**config.mk**
```make
export PLATFORM = sky130hd
export DESIGN_NAME = ipt_lookup
export DESIGN_NICKNAME = d
export VERILOG_FILES = /design/src/rtl/ipt_pkg.sv /design/src/rtl/ipt_hash.sv /design/src/rtl/ipt_table.sv /design/src/rtl/ipt_walker.sv /design/src/rtl/ipt_lookup.sv
export SDC_FILE = /design/constraint.sdc
export NUM_CORES = 1
export LEC_CHECK = 0
export ABC_CLOCK_PERIOD_IN_PS = 8500
export BUFFER_PORTS_ARGS = -buffer_cell sky130_fd_sc_hd__buf_4
export CAP_MARGIN = 25
export CELL_PAD_IN_SITES_DETAIL_PLACEMENT = 0
export CELL_PAD_IN_SITES_GLOBAL_PLACEMENT = 1
export CORE_ASPECT_RATIO = 1.75
export CORE_MARGIN = 1
export CORE_UTILIZATION = 40
export CTS_CLUSTER_DIAMETER = 100
export DETAILED_ROUTE_END_ITERATION = 12
export GPL_ROUTABILITY_DRIVEN = 0
export PLACE_DENSITY = 0.65
export REMOVE_ABC_BUFFERS = 1
export SYNTH_ARGS = -nofsm -noshare
export SYNTH_HDL_FRONTEND = slang
export SYNTH_SLANG_ARGS = --single-unit
```
**constraint.sdc**
```tcl
create_clock -name clk -period 8.5 [get_ports clk]
set_clock_uncertainty 0.15 [all_clocks]
set_input_delay 0.85 -clock clk [delete_from_list [all_inputs] [get_ports clk]]
set_output_delay 0.85 -clock clk [all_outputs]
set_load 0.005 [all_outputs]
```
**src/rtl/ipt_pkg.sv**
```systemverilog
package ipt_pkg;
  typedef enum logic [1:0] {
    ST_IDLE = 2'd0,
    ST_WALK = 2'd1,
    ST_RESP = 2'd2
  } walk_state_t;
endpackage

```
**src/rtl/ipt_hash.sv**
```systemverilog
module ipt_hash #(
  parameter int VPN_W = 8,
  parameter int PID_W = 4,
  parameter int IDX_W = 4
) (
  input  logic [VPN_W-1:0] vpn,
  input  logic [PID_W-1:0] pid,
  output logic [IDX_W-1:0] idx
);
  // XOR-fold the process identifier into IDX_W bits
  function automatic logic [IDX_W-1:0] fold_pid(input logic [PID_W-1:0] p);
    logic [IDX_W-1:0] acc;
    acc = '0;
    for (int i = 0; i < PID_W; i++) acc[i % IDX_W] ^= p[i];
    return acc;
  endfunction

  function automatic logic [IDX_W-1:0] rotl1(input logic [IDX_W-1:0] x);
    return {x[IDX_W-2:0], x[IDX_W-1]};
  endfunction

  assign idx = vpn[IDX_W-1:0] ^ rotl1(fold_pid(pid));
endmodule

```
**src/rtl/ipt_table.sv**
```systemverilog
module ipt_table #(
  parameter int FRAMES = 16,
  parameter int VPN_W  = 8,
  parameter int PID_W  = 4,
  parameter int CTL_W  = 2,
  localparam int IDX_W = $clog2(FRAMES)
) (
  input  logic             clk,
  input  logic             rst_n,
  input  logic             wr_en,
  input  logic [IDX_W-1:0] wr_idx,
  input  logic             wr_valid,
  input  logic [VPN_W-1:0] wr_vpn,
  input  logic [PID_W-1:0] wr_pid,
  input  logic [CTL_W-1:0] wr_ctl,
  input  logic             wr_link,
  input  logic [IDX_W-1:0] wr_next,
  input  logic [IDX_W-1:0] rd_idx,
  output logic             rd_valid,
  output logic [VPN_W-1:0] rd_vpn,
  output logic [PID_W-1:0] rd_pid,
  output logic [CTL_W-1:0] rd_ctl,
  output logic             rd_link,
  output logic [IDX_W-1:0] rd_next
);
  localparam int DW = VPN_W + PID_W + CTL_W + 1 + IDX_W;

  logic [FRAMES-1:0] vld_q;
  logic [DW-1:0]     body_q [FRAMES];

  always_ff @(posedge clk or negedge rst_n) begin
    if (!rst_n) vld_q <= '0;
    else if (wr_en) vld_q[wr_idx] <= wr_valid;
  end

  always_ff @(posedge clk) begin
    if (wr_en) body_q[wr_idx] <= {wr_vpn, wr_pid, wr_ctl, wr_link, wr_next};
  end

  assign rd_valid = vld_q[rd_idx];
  assign {rd_vpn, rd_pid, rd_ctl, rd_link, rd_next} = body_q[rd_idx];
endmodule

```
**src/rtl/ipt_walker.sv**
```systemverilog
module ipt_walker
  import ipt_pkg::*;
#(
  parameter int FRAMES = 16,
  parameter int VPN_W  = 8,
  parameter int PID_W  = 4,
  parameter int CTL_W  = 2,
  localparam int IDX_W = $clog2(FRAMES),
  localparam int CNT_W = $clog2(FRAMES + 1)
) (
  input  logic             clk,
  input  logic             rst_n,
  input  logic             req_valid,
  output logic             req_ready,
  input  logic [VPN_W-1:0] req_vpn,
  input  logic [PID_W-1:0] req_pid,
  input  logic [IDX_W-1:0] start_idx,
  output logic [IDX_W-1:0] probe_idx,
  input  logic             rd_valid,
  input  logic [VPN_W-1:0] rd_vpn,
  input  logic [PID_W-1:0] rd_pid,
  input  logic [CTL_W-1:0] rd_ctl,
  input  logic             rd_link,
  input  logic [IDX_W-1:0] rd_next,
  output logic             rsp_valid,
  input  logic             rsp_ready,
  output logic             rsp_hit,
  output logic [IDX_W-1:0] rsp_frame,
  output logic [CNT_W-1:0] rsp_probes,
  output logic [CTL_W-1:0] rsp_ctl,
  output logic             probe_fire,
  output logic             probe_match,
  output logic             walk_end
);
  localparam logic [CNT_W-1:0] LIMIT = CNT_W'(FRAMES);

  walk_state_t      state_q;
  logic [VPN_W-1:0] key_vpn_q;
  logic [PID_W-1:0] key_pid_q;
  logic [IDX_W-1:0] idx_q;
  logic [CNT_W-1:0] cnt_q;
  logic [CNT_W-1:0] probes_now;
  logic             chain_stop;

  assign req_ready   = (state_q == ST_IDLE);
  assign rsp_valid   = (state_q == ST_RESP);
  assign probe_idx   = idx_q;
  assign probe_fire  = (state_q == ST_WALK);
  assign probe_match = probe_fire && rd_valid && (rd_vpn == key_vpn_q) && (rd_pid == key_pid_q);
  assign probes_now  = cnt_q + CNT_W'(1);
  assign chain_stop  = !rd_valid || !rd_link || (probes_now == LIMIT);
  assign walk_end    = probe_fire && (probe_match || chain_stop);

  always_ff @(posedge clk or negedge rst_n) begin
    if (!rst_n) begin
      state_q    <= ST_IDLE;
      key_vpn_q  <= '0;
      key_pid_q  <= '0;
      idx_q      <= '0;
      cnt_q      <= '0;
      rsp_hit    <= 1'b0;
      rsp_frame  <= '0;
      rsp_probes <= '0;
      rsp_ctl    <= '0;
    end else begin
      case (state_q)
        ST_IDLE: if (req_valid) begin
          key_vpn_q <= req_vpn;
          key_pid_q <= req_pid;
          idx_q     <= start_idx;
          cnt_q     <= '0;
          state_q   <= ST_WALK;
        end
        ST_WALK: begin
          if (probe_match) begin
            rsp_hit    <= 1'b1;
            rsp_frame  <= idx_q;
            rsp_ctl    <= rd_ctl;
            rsp_probes <= probes_now;
            state_q    <= ST_RESP;
          end else if (chain_stop) begin
            rsp_hit    <= 1'b0;
            rsp_frame  <= '0;
            rsp_ctl    <= '0;
            rsp_probes <= probes_now;
            state_q    <= ST_RESP;
          end else begin
            idx_q <= rd_next;
            cnt_q <= probes_now;
          end
        end
        ST_RESP: if (rsp_ready) state_q <= ST_IDLE;
        default: state_q <= ST_IDLE;
      endcase
    end
  end
endmodule

```
**src/rtl/ipt_lookup.sv**
```systemverilog
module ipt_lookup #(
  parameter int FRAMES = 16,
  parameter int VPN_W  = 8,
  parameter int PID_W  = 4,
  parameter int CTL_W  = 2,
  localparam int IDX_W = $clog2(FRAMES),
  localparam int CNT_W = $clog2(FRAMES + 1)
) (
  input  logic             clk,
  input  logic             rst_n,
  input  logic             req_valid,
  output logic             req_ready,
  input  logic [VPN_W-1:0] req_vpn,
  input  logic [PID_W-1:0] req_pid,
  output logic             rsp_valid,
  input  logic             rsp_ready,
  output logic             rsp_hit,
  output logic [IDX_W-1:0] rsp_frame,
  output logic [CNT_W-1:0] rsp_probes,
  output logic [CTL_W-1:0] rsp_ctl,
  input  logic             wr_en,
  input  logic [IDX_W-1:0] wr_idx,
  input  logic             wr_valid,
  input  logic [VPN_W-1:0] wr_vpn,
  input  logic [PID_W-1:0] wr_pid,
  input  logic [CTL_W-1:0] wr_ctl,
  input  logic             wr_link,
  input  logic [IDX_W-1:0] wr_next
);
  logic [IDX_W-1:0] start_idx;
  logic [IDX_W-1:0] probe_idx;
  logic             rd_valid;
  logic [VPN_W-1:0] rd_vpn;
  logic [PID_W-1:0] rd_pid;
  logic [CTL_W-1:0] rd_ctl;
  logic             rd_link;
  logic [IDX_W-1:0] rd_next;
  logic             probe_fire;
  logic             probe_match;
  logic             walk_end;

  ipt_hash #(.VPN_W(VPN_W), .PID_W(PID_W), .IDX_W(IDX_W)) u_hash (
    .vpn(req_vpn), .pid(req_pid), .idx(start_idx)
  );

  ipt_table #(.FRAMES(FRAMES), .VPN_W(VPN_W), .PID_W(PID_W), .CTL_W(CTL_W)) u_table (
    .clk(clk), .rst_n(rst_n),
    .wr_en(wr_en), .wr_idx(wr_idx), .wr_valid(wr_valid), .wr_vpn(wr_vpn),
    .wr_pid(wr_pid), .wr_ctl(wr_ctl), .wr_link(wr_link), .wr_next(wr_next),
    .rd_idx(probe_idx), .rd_valid(rd_valid), .rd_vpn(rd_vpn), .rd_pid(rd_pid),
    .rd_ctl(rd_ctl), .rd_link(rd_link), .rd_next(rd_next)
  );

  ipt_walker #(.FRAMES(FRAMES), .VPN_W(VPN_W), .PID_W(PID_W), .CTL_W(CTL_W)) u_walker (
    .clk(clk), .rst_n(rst_n),
    .req_valid(req_valid), .req_ready(req_ready), .req_vpn(req_vpn), .req_pid(req_pid),
    .start_idx(start_idx), .probe_idx(probe_idx),
    .rd_valid(rd_valid), .rd_vpn(rd_vpn), .rd_pid(rd_pid), .rd_ctl(rd_ctl),
    .rd_link(rd_link), .rd_next(rd_next),
    .rsp_valid(rsp_valid), .rsp_ready(rsp_ready), .rsp_hit(rsp_hit),
    .rsp_frame(rsp_frame), .rsp_probes(rsp_probes), .rsp_ctl(rsp_ctl),
    .probe_fire(probe_fire), .probe_match(probe_match), .walk_end(walk_end)
  );
endmodule

```
==> results.cfg, run 1 <==
[outcome]
status = finished, final reports clean

[global_routing]
grt_usage_pct = 18.03
gr-total-overflow = 0
antenna_found_initial = 0
grt_pass1_vias = 7155
grt_max_degree = 52
grt_pass1_wl_um = 46030

[clock_tree]
numCtsBuffers = 31
cts_sinks = 355
post_cts_buffers = 0
cts_tree = yes
post_cts_resized = 0
root_buffer = clkbuf_16
clock_latency_ns = 0.57
cts_buffer_depth = 3
hold_buffers = 0
cts.reportedPaths.clkPinSlew_ns = 0.06
htreeDepth = 1

[routing]
viasPerCell = 5.406
wl_per_cell_um = 25.08
first_pass_iters = 4
detailedRoute.firstIterationViolations = 394
drt-total-wl_um = 31230
vias = 6731
drc_errors = 0
ant_nets = 0

[worst_setup_path]
critPathRequiredTime_ns = 8.79
crit_type = reg2reg
worstPathMaxFanout = 48
worst_setup_path_end_kind = register
startpoint_type = register
worstPathArrival_ns = 5.15

[sta]
fmax_mhz = 205.6
grt_setup_unrepaired = false
finalSetupViolations = 0
slew_violations = 0
fin_crit_sh_pct = 57.22
fin_tns_setup_ns = 0
relSlewSlack_pct = 37.21
hold_viol_final = 0
finalWorstPathRequiredPeriod_ns = 4.864
worst_pin_slew_ns = 0.9418

[pwr]
leakage_nw = 5.401
p_seq_share_pct = 46.1
peakVddDrop_v = 0.0001381
p_sw_share_pct = 28.87
pwr-share-comb_pct = 27.0
power_density_mw_per_mm2 = 293.7
p_int_mw = 3.348
p_sw_mw = 1.359
p_clk_share_pct = 27.0

[synthesis]
synth_cell_type_count = 43
yosysSeqAreaShare_pct = 73.72
syn_inst = 688
avgSynthCellArea_um2 = 20.52
yosys_warnings = 0
netlist_area_mm2 = 0.01411
ys_ff_latch = 355

[die]
start_util_pct = 40.83
core_mm2 = 0.03457
die-height_um = 250.5
rows = 90
die_area_mm2 = 0.03607
fp.dieW_um = 144
boundaryPins = 55

[layout]
diodes = 0
area_delta_synth_final_pct = 13.53
instances_no_fill = 1245
drive_gt1_share_pct = 32.23
fin_nets = 807

[placement]
port_buffers = 54
dp.cells = 1191
dp_hpwl_um = 17910

[worst_hold_path]
hp-class = in2async

[run]
drv_cap = 0
stage by stage:
step / worst slack (ns) / area [um2] / utilization [%] / power [mW] / hold slack [ns]
after floorplan: 2.855 / 13930 / - / 3.149 / 0.3252
after global placement: 3.597 / 15130 / 43.78 / 3.483 / 0.3275
after detailed placement: 3.540 / 15130 / 43.78 / 3.509 / 0.3337
after CTS: 3.508 / 16020 / 46.35 / 4.779 / 0.1826
after global routing: 3.251 / 16020 / 46.35 / 4.932 / 0.2060
final: 3.636 / 16020 / 46.35 / 4.707 / 0.1760
registers in the layout, summed over array words and instances (netlist names), 2 cells and up:
register,count
u_table.body_q,304
u_table.vld_q,16
u_walker.cnt_q,5
u_walker.key_pid_q,4
u_walker.key_vpn_q,8
u_walker.probe_idx,4
u_walker.rsp_ctl,2
u_walker.rsp_frame,4
u_walker.rsp_probes,5
u_walker.state_q,2
per-layer routing:
layer | up-vias | share of wire, % | track usage [%]
met5 | - | 0 | 0
met4 | 0 | 2.4 | 5.684
met1 | 3619 | 39 | 21.97
li1 | 2910 | - | -
met2 | 159 | 55 | 32.71
met3 | 43 | 3.8 | 2.160
cell usage after synthesis:
cell	instances	area, um2
a21oi_1	1	5.000
a221o_1	1	10.01
a221oi_1	2	17.52
a31oi_1	2	12.51
and2_1	1	6.260
and3_1	1	6.260
buf_1	2	7.510
buf_2	10	50.05
buf_4	9	67.56
buf_6	2	22.52
clkbuf_1	10	37.54
clkinv_1	1	3.750
dfrtp_1	51	1276
edfxtp_1	304	9129
ha_1	2	25.02
inv_1	7	26.28
mux2_1	6	67.56
mux2_2	28	315.3
mux2i_1	42	420.4
mux4_2	83	1869
nand2_1	23	86.33
nand2b_1	10	62.56
nand3_1	5	25.02
nand3b_1	5	37.54
nand4_1	2	12.51
nor2_1	18	67.56
nor2_2	1	6.260
nor2b_1	3	18.77
nor3_1	5	25.02
nor3b_1	1	7.510
nor4_4	1	21.27
o2111ai_1	1	8.760
o211ai_1	1	7.510
o21ai_0	13	65.06
o21ai_2	1	8.760
o21bai_1	1	7.510
o221ai_1	2	17.52
o22ai_1	2	12.51
o31ai_1	1	7.510
or2_0	1	6.260
or3b_2	1	8.760
xnor2_1	20	175.2
xor2_1	5	43.79
layout by cell type (no fill, tap or decap), types with 10 or more instances in the layout:
| cell type | Yosys | final |
|---|---|---|
| edfxtp_1 | 304 | 304 |
| mux4_2 | 83 | 83 |
| buf_4 | 9 | 76 |
| dfrtp_1 | 51 | 48 |
| mux2i_1 | 42 | 42 |
| clkbuf_16 | 0 | 31 |
| mux2_2 | 28 | 28 |
| nand2_1 | 23 | 23 |
| xnor2_1 | 20 | 20 |
| nor2_2 | 1 | 13 |
| o21ai_0 | 13 | 13 |
| nand2b_1 | 10 | 10 |
critical path: stages (launching register included):
cell and delay [ns]:
dfrtp_4 1.04, buf_4 0.65, mux4_2 0.59, xor2_1 0.16
a221o_1 0.29, o22ai_1 0.15, o2111ai_1 0.23, nor4_4 0.82
o21ai_2 0.26, mux2_1 0.38
worst paths after layout:
path / from / end / slack, ns / depth (start not counted)
max: u_walker.probe_idx[0] / u_walker.probe_idx[1] / 3.64 / 9
min: rst_n / u_walker.rsp_frame[0] / 0.18 / 1
max reg2reg: u_walker.probe_idx[0] / u_walker.probe_idx[1] / 3.64 / 9
min reg2reg: u_walker.rsp_probes[4] / u_walker.rsp_probes[4] / 0.34 / 1
max in group asynchronous: rst_n / u_walker.probe_idx[0] / 7.49 / 1
min in group clk: u_walker.rsp_probes[4] / u_walker.rsp_probes[4] / 0.34 / 1
power groups by stage:
stage,clock (mW),combinational (mW),sequential (mW)
6_report,1.27,1.27,2.17
5_1_grt,1.36,1.38,2.19
2_1_floorplan,0,0.895,2.25
3_3_place_gp,0,1.28,2.20
4_1_cts,1.30,1.30,2.17
3_5_place_dp,0,1.30,2.21
cell families after synthesis:
logic type                 synth area share [%]
AOI/OAI and AO/OA                         1.277
xor gates and xnor gates                  1.551
adders and majority gates                0.1773
buffers and inverters                     1.525
DFF                                       73.72
muxes                                     18.93
and+or+nand+nor                           2.819
layout make-up:
type / instances / area, um2
multi-input cells: 292 / 3545
fillers: 2909 / 18550
repair buffers: 76 / 570.5
well taps: 460 / 575.6
flip-flops and latches: 355 / 10410
inverters: 8 / 30.03
clock buffers: 35 / 790.8
clock inverters: 19 / 98.84
Note: power is estimated with default switching activity, not from simulation.
==> run 2, diff against run 1 <==
--- a/config.mk
+++ b/config.mk
@@ -5,7 +5,7 @@
 export SDC_FILE = /design/constraint.sdc
 export NUM_CORES = 1
 export LEC_CHECK = 0
-export ABC_CLOCK_PERIOD_IN_PS = 8500
+export ABC_CLOCK_PERIOD_IN_PS = 4300
 export BUFFER_PORTS_ARGS = -buffer_cell sky130_fd_sc_hd__buf_4
 export CAP_MARGIN = 25
 export CELL_PAD_IN_SITES_DETAIL_PLACEMENT = 0
@@ -16,7 +16,7 @@
 export CTS_CLUSTER_DIAMETER = 100
 export DETAILED_ROUTE_END_ITERATION = 12
 export GPL_ROUTABILITY_DRIVEN = 0
-export PLACE_DENSITY = 0.65
+export PLACE_DENSITY = 0.68
 export REMOVE_ABC_BUFFERS = 1
 export SYNTH_ARGS = -nofsm -noshare
 export SYNTH_HDL_FRONTEND = slang
==> constraint.sdc (replaced) <==
create_clock -name clk -period 4.3 [get_ports clk]
set_clock_uncertainty 0.15 [all_clocks]
set_input_delay 0.43 -clock clk [delete_from_list [all_inputs] [get_ports clk]]
set_output_delay 0.43 -clock clk [all_outputs]
set_load 0.005 [all_outputs]
==> run 2 against run 1 <==
  * Global-route usage is essentially flat
  * Final cell count grew 3.5%
  * Die area is the same
  * Core utilization grew 1.3 points
  * First-iteration DRC count grew 36%
  * Combinational power grew 110%
  * Register-to-register slack lost 3.1 ns
  * Hold slack lost 0.15 ns
  * Largest cell class unchanged
  * Highest routed layer unchanged
==> results.cfg, run 2 (synthesis gave the netlist of run 1 again) <==
[worst_setup_path]
startpoint_type = register
r2r-start = u_walker.probe_idx[0]
crit_path_top_delay_cell = dfrtp_4
worstRegToRegCells = 10
worst_setup_path_end_kind = register
worstPathMaxFanout = 27
critPathLaunch = u_walker.probe_idx[0]
worstPathArrival_ns = 4.01
critPathRequiredTime_ns = 4.59
crit_chain = buf_12 -> buf_4 -> mux4_2 -> mux2i_1 -> mux2i_1 -> xnor2_1 -> nand2_1 -> nor4_4 -> o21ai_2 -> mux2_1
slowest_delay_ns = 0.79
cp_common_cell = mux2i_1
crit_type = reg2reg

[clock_tree]
post_cts_buffers = 0
cts.reportedPaths.clkPinSlew_ns = 0.07
htreeDepth = 1
cts_buffer_depth = 3
clock_latency_ns = 0.56
cts_sinks = 355
hold_buffers = 26
cts_tree = yes
root_buffer = clkbuf_16
numCtsBuffers = 31
post_cts_resized = 0

[layout]
largestRegisters = u_table.body_q: 304 flops, u_table.vld_q: 16 flops, u_walker.key_vpn_q: 8 flops
regMostFlops = u_table.body_q
largest_reg_flops = 304
layout_common_cells = 304 x edfxtp_1, 89 x buf_4, 83 x mux4_2, 48 x dfrtp_1, 42 x mux2i_1
layout_commonest_cell = edfxtp_1
fin_nets = 848
instances_no_fill = 1288
utilization_pct = 47.70
drive_gt1_share_pct = 32.49
diodes = 0
area_delta_synth_final_pct = 16.83

[sta]
fin_crit_sh_pct = 86.47
relSlewSlack_pct = 33.33
fmax_mhz = 268.9
finalWorstPathRequiredPeriod_ns = 3.718
whs_ns = 0.02553
slew_violations = 0
hold_viol_final = 0
worst_pin_slew_ns = 0.9969
grt_setup_unrepaired = false
finalSetupViolations = 0

[global_routing]
antenna_found_initial = 0
grt_pass1_vias = 7448
grt_pass1_wl_um = 46310
gr-total-overflow = 0
grt_usage_pct = 18.01
grt_max_degree = 52

[pwr]
power_density_mw_per_mm2 = 580.6
leakage_nw = 5.624
peakVddDrop_v = 0.0003306

[routing]
wl_per_cell_um = 24.11
top_layer = met4
drc_errors = 0
detailedRoute.firstIterationViolations = 535
vias = 6861
wl_met2_um = 16590
ant_nets = 0
drt-met1-wl_um = 12690
wl_met3_um = 1069
first_pass_iters = 5
viasPerCell = 5.327
drt-total-wl_um = 31060

[placement]
dp_hpwl_um = 19420
dp.cells = 1206
port_buffers = 54

[die]
start_util_pct = 40.83
core_mm2 = 0.03457
boundaryPins = 55
die_area_mm2 = 0.03607
fp.dieW_um = 144
die-height_um = 250.5
rows = 90

[worst_hold_path]
holdCritStartpoint = wr_next[1]
hold_depth = 1
hp-class = in2reg

[run]
drv_cap = 0

[outcome]
status = finished, final reports clean
-- run 2: cell count changes in the layout (fill, tap and decap cells not counted), moves of 2 or more --
cell,previous run,this run
bufinv_16,0,2
buf_4,76,89
clkinv_2,8,5
dlygate4sd3_1,0,26
clkinv_1,8,10
buf_12,0,2
-- run 2: metal layers --
metal	GRT usage (%)	vias up
li1	-	3005
met1	22.52	3658
met2	32.23	159
met3	1.988	39
met4	5.653	0
met5	0	-
-- run 2: worst paths after layout --
| path | slack, ns | endpoint |
|---|---|---|
| min reg2reg | 0.35 | u_walker.rsp_probes[2] |
| min in group asynchronous | 0.29 | u_walker.rsp_ctl[1] |
| max in group asynchronous | 3.22 | u_walker.probe_idx[0] |
| min | 0.03 | u_table.body_q[3][1] |
| max reg2reg | 0.58 | u_walker.probe_idx[1] |
| max | 0.58 | u_walker.probe_idx[1] |
-- run 2: through the flow --
stage | instance area, um2 | setup WS, ns | setup TNS (ns) | total power, mW
floorplan | 13930 | -1.345 | -26.48 | 6.225
global placement | 15280 | 0.5421 | 0 | 6.995
detailed placement | 15280 | 0.5168 | 0 | 7.042
CTS | 16490 | 0.4848 | 0 | 9.701
global route | 16490 | 0.2945 | 0 | 9.992
finish | 16490 | 0.5817 | 0 | 9.573
-- run 2: worst max-delay path, delay by kind of cell (launching register included) --
kind / cells / cell delay [ns]
xor+xnor: 1 / 0.16
flops: 1 / 0.79
mux: 4 / 1.22
buf+inv: 2 / 0.53
simple gates: 2 / 0.48
compound gates: 1 / 0.21
-- run 2: final cells by class --
class | instances | area [um2]
clock buffer | 34 | 787.0
multi-input combinational | 292 | 3551
clock inverter | 22 | 166.4
tap | 460 | 575.6
fill | 2836 | 18080
timing repair buffer | 117 | 968.4
sequential | 355 | 10410
inverter | 8 | 30.03
-- run 2: power breakdown --
group	internal (mW)	switching, mW
registers	3.95	0.308
logic	1.45	1.23
clock network	1.44	1.20
total	6.84	2.73
==> run 3, diff against run 2 <==
--- a/config.mk
+++ b/config.mk
@@ -6,7 +6,7 @@
 export NUM_CORES = 1
 export LEC_CHECK = 0
 export ABC_CLOCK_PERIOD_IN_PS = 4300
-export BUFFER_PORTS_ARGS = -buffer_cell sky130_fd_sc_hd__buf_4
+export BUFFER_PORTS_ARGS = -buffer_cell sky130_fd_sc_hd__buf_2
 export CAP_MARGIN = 25
 export CELL_PAD_IN_SITES_DETAIL_PLACEMENT = 0
 export CELL_PAD_IN_SITES_GLOBAL_PLACEMENT = 1
==> constraint.sdc (replaced) <==
create_clock -name clk -period 4.3 [get_ports clk]
set_clock_uncertainty 0.15 [all_clocks]
set_input_delay 0.43 -clock clk [delete_from_list [all_inputs] [get_ports clk]]
set_output_delay 0.43 -clock clk [all_outputs]
set_load 0.1 [all_outputs]
==> run 3 against run 2 <==
  * Flip-flop and latch count stayed put
  * Via count is 1.5% lower
  * Critical path depth is 1 lower
  * Sequential share of layout area is 0.56 points higher
  * Final cell count is 1.2% lower
  * Count of clock-buffer cells in the layout is 1 lower
  * Wire length is 0.57% higher
  * Non-clock buffer count is 16 lower
  * First-iteration DRC count is 5.4% lower
==> results.cfg, run 3 (synthesis gave the netlist of run 1 again) <==
[die]
fp.dieW_um = 144
rows = 90
boundaryPins = 55
core_mm2 = 0.03457
die_area_mm2 = 0.03607
die-height_um = 250.5
start_util_pct = 40.83

[routing]
drt-total-wl_um = 31240
wl_per_cell_um = 24.56
viasPerCell = 5.315
detailedRoute.firstIterationViolations = 506
first_pass_iters = 5
vias = 6761
drc_errors = 0
ant_nets = 0

[layout]
largest_reg_flops = 304
regMostFlops = u_table.body_q
fill_cells = 2844
layout_common_cells = 304 x edfxtp_1, 83 x mux4_2, 54 x buf_2, 48 x dfrtp_1, 42 x mux2i_1
fin_nets = 831
diodes = 0
area_delta_synth_final_pct = 15.81
layout_commonest_cell = edfxtp_1
largestRegisters = u_table.body_q: 304 flops, u_table.vld_q: 16 flops, u_walker.key_vpn_q: 8 flops
instances_no_fill = 1272
drive_gt1_share_pct = 34.11
final_cell_area_mm2 = 0.01635

[pwr]
p_clk_share_pct = 29.4
pwr-share-comb_pct = 28.1
p_sw_mw = 2.932
leakage_nw = 5.589
p_int_mw = 7.045
p_sw_share_pct = 29.39
power_mw = 9.977
p_seq_share_pct = 42.5
peakVddDrop_v = 0.0002633
power_density_mw_per_mm2 = 610.4

[clock_tree]
numCtsBuffers = 30
cts.reportedPaths.clkPinSlew_ns = 0.07
htreeDepth = 1
cts_tree = yes
root_buffer = clkbuf_16
cts_buffer_depth = 3
clock_latency_ns = 0.56
cts_sinks = 355
post_cts_resized = 0

[global_routing]
top_usage_layer = met2
grt_max_degree = 49
gr-usage-met2_pct = 32.81
grt_pass1_wl_um = 46710
grt_pass1_vias = 7424
grt_usage_pct = 18.29
use_met3_pct = 2.237
met1_usage_pct = 22.46
antenna_found_initial = 1
gr-total-overflow = 0

[placement]
placed_area_mm2 = 0.01517
port_buffers = 54
dp_hpwl_um = 19800
dp.cells = 1206

[sta]
worst_pin_slew_ns = 1.033
finalWorstPathRequiredPeriod_ns = 3.667
hold_viol_final = 0
relSlewSlack_pct = 31.05
fmax_mhz = 272.7
whs_ns = 0.02468
grt_setup_unrepaired = false
fin_crit_sh_pct = 85.28
fin_tns_setup_ns = 0
slew_violations = 0
finalSetupViolations = 0

[worst_setup_path]
worst_setup_path_end_kind = register
r2r_slack_ns = 0.63
worstPathMaxFanout = 27
worstPathArrival_ns = 3.96
startpoint_type = register
crit_type = reg2reg
critPathRequiredTime_ns = 4.60

[outcome]
status = finished, final reports clean

[run]
drv_cap = 0

[worst_hold_path]
hp-class = in2reg
run 3: cell count changes in the layout (fill, tap and decap cells not counted), sizes merged:
cell	previous run	this run
dlygate4sd3	26	10
clkinvlp	2	3
clkbuf	34	33
clkinv	17	13
bufinv	2	6
run 3: worst max-delay path: stages (launching register included):
cell and delay [ns]:
dfrtp_4 0.82, buf_12 0.31, mux4_2 0.54, xnor2_1 0.15
o31ai_1 0.08, a31oi_1 0.21, o2111ai_1 0.27, nor4_4 0.44
o21ai_2 0.20, mux2_1 0.38
run 3: metal layers:
layer	routed length, um	part of all wire (%)
met5	14	0.045
met4	865	2.8
met3	1431	4.6
met2	16890	54
met1	12040	39
run 3: cell type report:
cell class / instances / area (um2) / share of cell area [%]
timing repair buffer: 101 / 693.2 / 4.241
clock buffer: 33 / 783.3 / 4.792
inverter: 8 / 30.03 / 0.1837
clock inverter: 23 / 295.3 / 1.806
tap: 460 / 575.6 / 3.521
multi-input combinational: 292 / 3557 / 21.76
sequential: 355 / 10410 / 63.69
run 3: repair_timing:
item,4_1_cts,5_1_grt
setup buffers,0,0
endpoints found under the hold margin,30,0
hold buffers,10,0
run 3: worst paths after layout:
kind	from	end	depth (start not counted)
worst min-delay path	req_pid[3]	u_walker.key_pid_q[3]	2
min in group asynchronous	rst_n	u_walker.rsp_frame[1]	2
worst min register to register	u_walker.rsp_probes[4]	u_walker.rsp_probes[4]	1
max in group asynchronous	rst_n	u_walker.probe_idx[0]	3
worst max register to register	u_walker.probe_idx[0]	u_walker.probe_idx[1]	9
worst max-delay path	u_walker.probe_idx[0]	u_walker.probe_idx[1]	9
run 3: stage by stage:
stage	util [%]	setup WS [ns]
2_1_floorplan	-	-1.346
3_3_place_gp	43.79	0.5497
3_5_place_dp	43.87	0.5420
4_1_cts	47.28	0.5408
5_1_grt	47.28	0.3646
6_report	47.28	0.6331
run 3: power by group through the flow:
| stage | Sequential [mW] | Clock (mW) | Combinational (mW) |
|---|---|---|---|
| after floorplan | 4.55 | 0 | 1.84 |
| after global placement | 4.30 | 0 | 2.82 |
| after detailed placement | 4.32 | 0 | 2.86 |
| after CTS | 4.25 | 2.98 | 2.88 |
| after global routing | 4.28 | 3.11 | 3.02 |
| final | 4.24 | 2.93 | 2.81 |
